===== src/rtl/pm_pkg.sv =====
package pm_pkg;
  typedef enum logic [1:0] {
    PH_IDLE = 2'd0,
    PH_RST  = 2'd1,
    PH_CMP  = 2'd2,
    PH_STR  = 2'd3
  } phase_t;
endpackage


===== src/rtl/pm_lane.sv =====
// One serial staging register plus its output holding register.
module pm_lane #(
  parameter int W = 32
) (
  input  logic         clk,
  input  logic         rst,
  input  logic         sdi,
  input  logic         shift_en,
  input  logic         load,
  output logic [W-1:0] word
);
  logic [W-1:0] stage;

  always_ff @(posedge clk) begin
    if (rst) begin
      stage <= '0;
    end else if (shift_en) begin
      stage <= {sdi, stage[W-1:1]};
    end
  end

  // The copy takes the staging value from before this clock's shift.
  always_ff @(posedge clk) begin
    if (rst) begin
      word <= '0;
    end else if (load) begin
      word <= stage;
    end
  end

  assert_shift_in_R2: assert property (@(posedge clk) disable iff (rst)
    shift_en |=> (stage[W-2:0] == $past(stage[W-1:1])) && (stage[W-1] == $past(sdi)));
  assert_shift_hold_R3: assert property (@(posedge clk) disable iff (rst)
    !shift_en |=> $stable(stage));
endmodule


===== src/rtl/pm_seq.sv =====
// Program-cycle sequencer: reset clock, compute clocks with ramp, store clock.
module pm_seq
  import pm_pkg::*;
#(
  parameter int RAMP_W = 6
) (
  input  logic              clk,
  input  logic              rst,
  input  logic              start,
  input  logic              op_dual,
  input  logic              op_bin,
  output logic [RAMP_W:0]   ramp,
  output logic              ph_reset,
  output logic              ph_compute,
  output logic              ph_store,
  output logic              xfer_open
);
  localparam int RW = RAMP_W + 1;
  localparam logic [RW-1:0] N_SINGLE = RW'((1 << RAMP_W) - 1);
  localparam logic [RW-1:0] N_DUAL   = RW'((1 << RW) - 1);

  phase_t        ph;
  logic [RW-1:0] lim;
  logic [RW-1:0] lim_n;

  always_comb begin
    if (op_bin) lim_n = op_dual ? RW'(1) : '0;
    else        lim_n = op_dual ? N_DUAL : N_SINGLE;
  end

  always_ff @(posedge clk) begin
    if (rst) begin
      ph   <= PH_IDLE;
      ramp <= '0;
      lim  <= '0;
    end else begin
      case (ph)
        PH_IDLE: if (start) begin
          ph  <= PH_RST;
          lim <= lim_n;
        end
        PH_RST: begin
          ramp <= '0;
          ph   <= (lim == '0) ? PH_STR : PH_CMP;
        end
        PH_CMP: begin
          if (ramp == lim - 1'b1) begin
            ph   <= PH_STR;
            ramp <= '0;
          end else begin
            ramp <= ramp + 1'b1;
          end
        end
        default: ph <= PH_IDLE;
      endcase
    end
  end

  assign ph_reset   = (ph == PH_RST);
  assign ph_compute = (ph == PH_CMP);
  assign ph_store   = (ph == PH_STR);
  assign xfer_open  = (ph == PH_IDLE) || (ph == PH_RST);

  assert_strobe_excl_R10: assert property (@(posedge clk) disable iff (rst)
    $onehot0({ph_reset, ph_compute, ph_store}));
  assert_store_ends_R10: assert property (@(posedge clk) disable iff (rst)
    ph_store |=> !(ph_reset || ph_compute || ph_store));
  assert_ramp_rest_R9: assert property (@(posedge clk) disable iff (rst)
    !ph_compute |-> (ramp == '0));
  assert_ramp_step_R9: assert property (@(posedge clk) disable iff (rst)
    ph_compute |=> ph_store || (ph_compute && (ramp == $past(ramp) + 1'b1)));
  assert_start_R7: assert property (@(posedge clk) disable iff (rst)
    (start && !(ph_reset || ph_compute || ph_store)) |=> ph_reset);
  assert_after_reset_R8: assert property (@(posedge clk) disable iff (rst)
    ph_reset |=> (ph_compute || ph_store));
endmodule


===== src/rtl/progword_buffer.sv =====
module progword_buffer #(
  parameter int WORD_W = 32,
  parameter int RAMP_W = 6
) (
  input  logic              clk,
  input  logic              rst,
  input  logic              sdi_f,
  input  logic              shift_f,
  input  logic              sdi_g,
  input  logic              shift_g,
  input  logic              xfer,
  input  logic              start,
  input  logic              op_dual,
  input  logic              op_bin,
  output logic [WORD_W-1:0] f_word,
  output logic [WORD_W-1:0] g_word,
  output logic [RAMP_W:0]   ramp,
  output logic              ph_reset,
  output logic              ph_compute,
  output logic              ph_store
);
  localparam int LANES = 2;

  logic              xfer_open;
  logic              load;
  logic [LANES-1:0]  sdi_v;
  logic [LANES-1:0]  sh_v;
  logic [WORD_W-1:0] word_v [LANES];

  assign sdi_v = {sdi_g, sdi_f};
  assign sh_v  = {shift_g, shift_f};
  assign load  = xfer && xfer_open;

  pm_seq #(.RAMP_W(RAMP_W)) u_seq (
    .clk        (clk),
    .rst        (rst),
    .start      (start),
    .op_dual    (op_dual),
    .op_bin     (op_bin),
    .ramp       (ramp),
    .ph_reset   (ph_reset),
    .ph_compute (ph_compute),
    .ph_store   (ph_store),
    .xfer_open  (xfer_open)
  );

  for (genvar i = 0; i < LANES; i++) begin : g_lane
    pm_lane #(.W(WORD_W)) u_lane (
      .clk      (clk),
      .rst      (rst),
      .sdi      (sdi_v[i]),
      .shift_en (sh_v[i]),
      .load     (load),
      .word     (word_v[i])
    );
  end

  assign f_word = word_v[0];
  assign g_word = word_v[1];

  assert_hold_busy_R5: assert property (@(posedge clk) disable iff (rst)
    (ph_compute || ph_store) |=> ($stable(f_word) && $stable(g_word)));
  assert_hold_no_xfer_R6: assert property (@(posedge clk) disable iff (rst)
    !xfer |=> ($stable(f_word) && $stable(g_word)));
endmodule


===== config.mk =====
export PLATFORM = sky130hd
export DESIGN_NAME = progword_buffer
export DESIGN_NICKNAME = d
export VERILOG_FILES = /design/src/rtl/pm_pkg.sv /design/src/rtl/pm_lane.sv /design/src/rtl/pm_seq.sv /design/src/rtl/progword_buffer.sv
export SDC_FILE = /design/constraint.sdc
export NUM_CORES = 1
export LEC_CHECK = 0
export BUFFER_PORTS_ARGS = -buffer_cell sky130_fd_sc_hd__buf_2
export CAP_MARGIN = 10
export CELL_PAD_IN_SITES_DETAIL_PLACEMENT = 0
export CELL_PAD_IN_SITES_GLOBAL_PLACEMENT = 2
export CORE_ASPECT_RATIO = 0.6
export CORE_MARGIN = 2
export CORE_UTILIZATION = 36
export CTS_CLUSTER_DIAMETER = 30
export DETAILED_ROUTE_END_ITERATION = 8
export MAX_ROUTING_LAYER = met4
export PLACE_DENSITY_LB_ADDON = 0.05
export SYNTH_ARGS = -nofsm -noshare
export SYNTH_HDL_FRONTEND = slang
export SYNTH_HIERARCHICAL = 1
export SYNTH_SLANG_ARGS = --single-unit

===== constraint.sdc =====
create_clock -name clk -period 1.94 [get_ports clk]
set_input_delay 0.194 -clock clk [delete_from_list [all_inputs] [get_ports clk]]
set_output_delay 0.194 -clock clk [all_outputs]
set_load 0.01 [all_outputs]

==> results by group <==
Floorplan
  – Num ports: 84
  – Die Y-Extent: 99.0 um
  – Initial core utilization: 0.371
  – Die extent in x: 162 um
  – Site Rows: 34
  – Core area: 14600 um^2
  – Die Area: 16100 um^2

Logic synthesis
  – Syn Inst Count: 492
  – Number of flops mapped to enable cells by yosys: 0
  – Register area share after synthesis: 0.517
  – Syn Std Cell Area: 5420 um^2
  – Warnings, synthesis: 6
  – Synth Register Bits: 140
  – Distinct cell type count after synthesis: 30
  – Syn Area/Cell: 11.0 um^2
  – Post-Syn Nets: 510
  – Ys flop type: dfxtp_1
  – Asr flop ratio synth: 0

Placed design
  – Post-Place Cells: 751
  – Gpl congestion: 0.700
  – HPWL after DPL: 6790 um
  – Port-buffer cells: 83

Finish
  – Register area: 2800 um^2
  – ANT cells: 0
  – Final design utilization: 0.446
  – Multi-input gate area: 2230 um^2
  – FILL cells: 1406
  – Final Instance Count excl. Fillers: 790
  – Layout cells sized above 1: 0.233
  – Synth-to-Final Area Change: 20.0%
  – Final Net Count: 597

Critical path
  – WP data required: 2230 ps
  – CP Buf/Inv Count: 1
  – Critical Path End Type: flip-flop
  – Reg2reg end: u_seq/ph[0]$_SDFFE_PP0P_
  – Worst path cell trace: inv_1, ha_1, xor2_1, a31oi_2, a211oi_2, mux2_4
  – Reg2reg setup slack: 130 ps
  – Critical Path Start Type: flip-flop
  – Critical R2R Launch: u_seq/lim[0]$_SDFFE_PP0P_
  – Worst R2R Path Depth: 6
  – Setup CP Type: flip-flop to flip-flop
  – Critical Path AT: 2100 ps
  – Crit-path leading delay family: compound AO/OA/AOI/OAI gates
  – Crit path max-delay cell type: dfxtp_1
  – CP Max Fanout: 3
  – Slowest stage delay, CP: 370 ps

Timing
  – Worst slew margin: 0.717
  – Final Skew: 10.4 ps
  – Fin. Hold Viols: 0
  – Clock period minus worst slack: 1810 ps
  – Slew @ Worst Pin: 425 ps
  – Slew Viols, Final: 0
  – Worst hold slack: 30.1 ps
  – Final setup violation count: 0
  – Tcrit/Tclk final: 0.933
  – Setup TNS: 0 ps
  – RSZ-0062 raised after global routing: false
  – Fmax: 552 MHz

Clock network
  – CTS tree: built
  – Hold buffers post-CTS: 0
  – Clock Sinks: 140
  – Inserted Clock Buffers: 17
  – CTS max path bufs: 2
  – CTS root buf: clkbuf_16
  – Worst-skew pair later-pin latency: 410 ps
  – Clk pin slew, worst setup/hold paths: 60 ps
  – # H-tree levels: 4

Global routing
  – First-pass GRT wire length: 17500 um
  – GR Overflow Total: 0
  – Initial antenna violation count: 0
  – Largest net degree at the start of global routing: 84
  – Vias in the first global route: 3368
  – Total global-route track usage: 0.142

Power
  – Peak supply drop: 0.550 mV
  – Tot Pwr: 7280 uW
  – PD cells: 1120 nW/um^2
  – Leakage: 0.00300 uW

Route
  – Post-route DRC violation count: 0
  – Final WL: 10500 um
  – Pre-antenna DRT Iters: 4
  – Vias: 3521
  – Vias per inst: 4.46
  – Initial drt markers: 205
  – Post-route ant nets: 0
  – Routed length per instance: 13.3 um

Worst hold path
  – Worst hold stages: 3
  – Hold EP: g_lane[1].u_lane/stage[31]$_SDFFE_PP0P_
  – Hold_sp: sdi_g
  – Hold WC Path Type: input port to flip-flop

Run
  – MaxCap Viol Count: 0

Status
  – Outcome: finished clean
[how the worst max path moves through the flow]
stage                                          from                                      to  slack [ps]  depth (start not counted)
after floorplan           u_seq/lim[0]$_SDFFE_PP0P_                u_seq/ph[0]$_SDFFE_PP0P_         250                          6
after global placement     u_seq/ph[1]$_SDFFE_PP0P_  g_lane[1].u_lane/word[28]$_SDFFE_PP0P_         110                          7
after detailed placement   u_seq/ph[1]$_SDFFE_PP0P_  g_lane[1].u_lane/word[13]$_SDFFE_PP0P_          90                          7
after CTS                  u_seq/ph[1]$_SDFFE_PP0P_   g_lane[1].u_lane/word[0]$_SDFFE_PP0P_          70                          7
after global routing       u_seq/ph[1]$_SDFFE_PP0P_   g_lane[0].u_lane/word[7]$_SDFFE_PP0P_          10                          7
final                     u_seq/lim[0]$_SDFFE_PP0P_                u_seq/ph[0]$_SDFFE_PP0P_         130                          6
[through the flow]
stage	cell area, um^2	setup WS [ps]
floorplan	5420	253
global placement	5860	107
detailed placement	5860	93.5
CTS	6450	71.3
global route	6500	10.6
finish	6500	129
[flip-flops by register name, summed over array words and instances, names as in the netlist]
signal	count
g_lane.u_lane/stage	64
g_lane.u_lane/word	64
u_seq/ramp	7
u_seq/lim	3
u_seq/ph	2
[final cells by class]
cell class	instances	share of cell area
Clock buffer	19	0.0666
Clock inverter	13	0.0239
Inverter	6	0.00346
Multi-Input combinational cell	314	0.344
Sequential cell	140	0.431
Tap cell	198	0.0381
Timing Repair Buffer	100	0.0935
[kinds of logic after synthesis]
kind of cell / Yosys count / synth area share
XOR/XNOR: 9 / 0.0171
adder cells (fa/ha/maj): 8 / 0.0185
AND/OR/NAND/NOR: 158 / 0.119
AO/OA/AOI/OAI: 7 / 0.0118
flip-flops: 140 / 0.517
buffers and inverters: 38 / 0.0711
multiplexers: 132 / 0.245
[worst reg2reg max path: cells and delay by family, from the launching register on]
family	cells	cell delay, ps
mux	1	330
flops	1	370
xor+xnor	1	170
fa+ha+maj	1	300
buf+inv	1	80
compound gates	2	450
[Yosys cell counts, drive strengths merged, types with 2 or more instances]
cell / instances / area, um^2
dfxtp: 140 / 2800
nor2: 135 / 507
mux2i: 131 / 1320
buf: 28 / 345
ha: 8 / 100
nor3: 8 / 40.0
inv: 6 / 22.5
xor2: 5 / 43.8
clkbuf: 4 / 17.5
nand2: 4 / 15.0
a211oi: 3 / 32.5
xnor2: 3 / 26.3
a21oi: 2 / 10.0
nand2b: 2 / 12.5
nand4: 2 / 12.5
nor3b: 2 / 15.0
[timing repair]
action                     4_1_cts  5_1_grt
buffers inserted                 0        7
hold endpoints to repair         0        0
setup endpoints to repair        0       26
gates resized for setup          0        0
[cells in the final DEF (no fill, tap or decap), types with 2 or more instances in the layout]
cell,n
inv_8,2
xnor2_1,3
a211oi_2,2
inv_6,4
inv_1,6
nand2_1,4
buf_2,82
nor2_1,135
clkbuf_1,2
ha_1,8
dfxtp_1,140
clkinvlp_4,5
mux2i_1,130
nand2b_1,2
a21oi_1,2
nand4_1,2
xor2_1,5
bufinv_16,2
nor3b_1,2
nor3_1,8
clkbuf_16,17
buf_4,13
buf_12,5
[power breakdown]
part	switching [uW]	internal (uW)
registers	49.4	2920
clock network	1290	1930
logic	568	523
[routing by layer]
metal	routed length, um	GRT usage	up-vias
met4	68	0.0490	0
met5	0	-	-
li1	-	-	1821
met1	5640	0.199	1638
met2	4440	0.197	57
met3	339	0.0358	5
(Power assumes the default switching activity.)
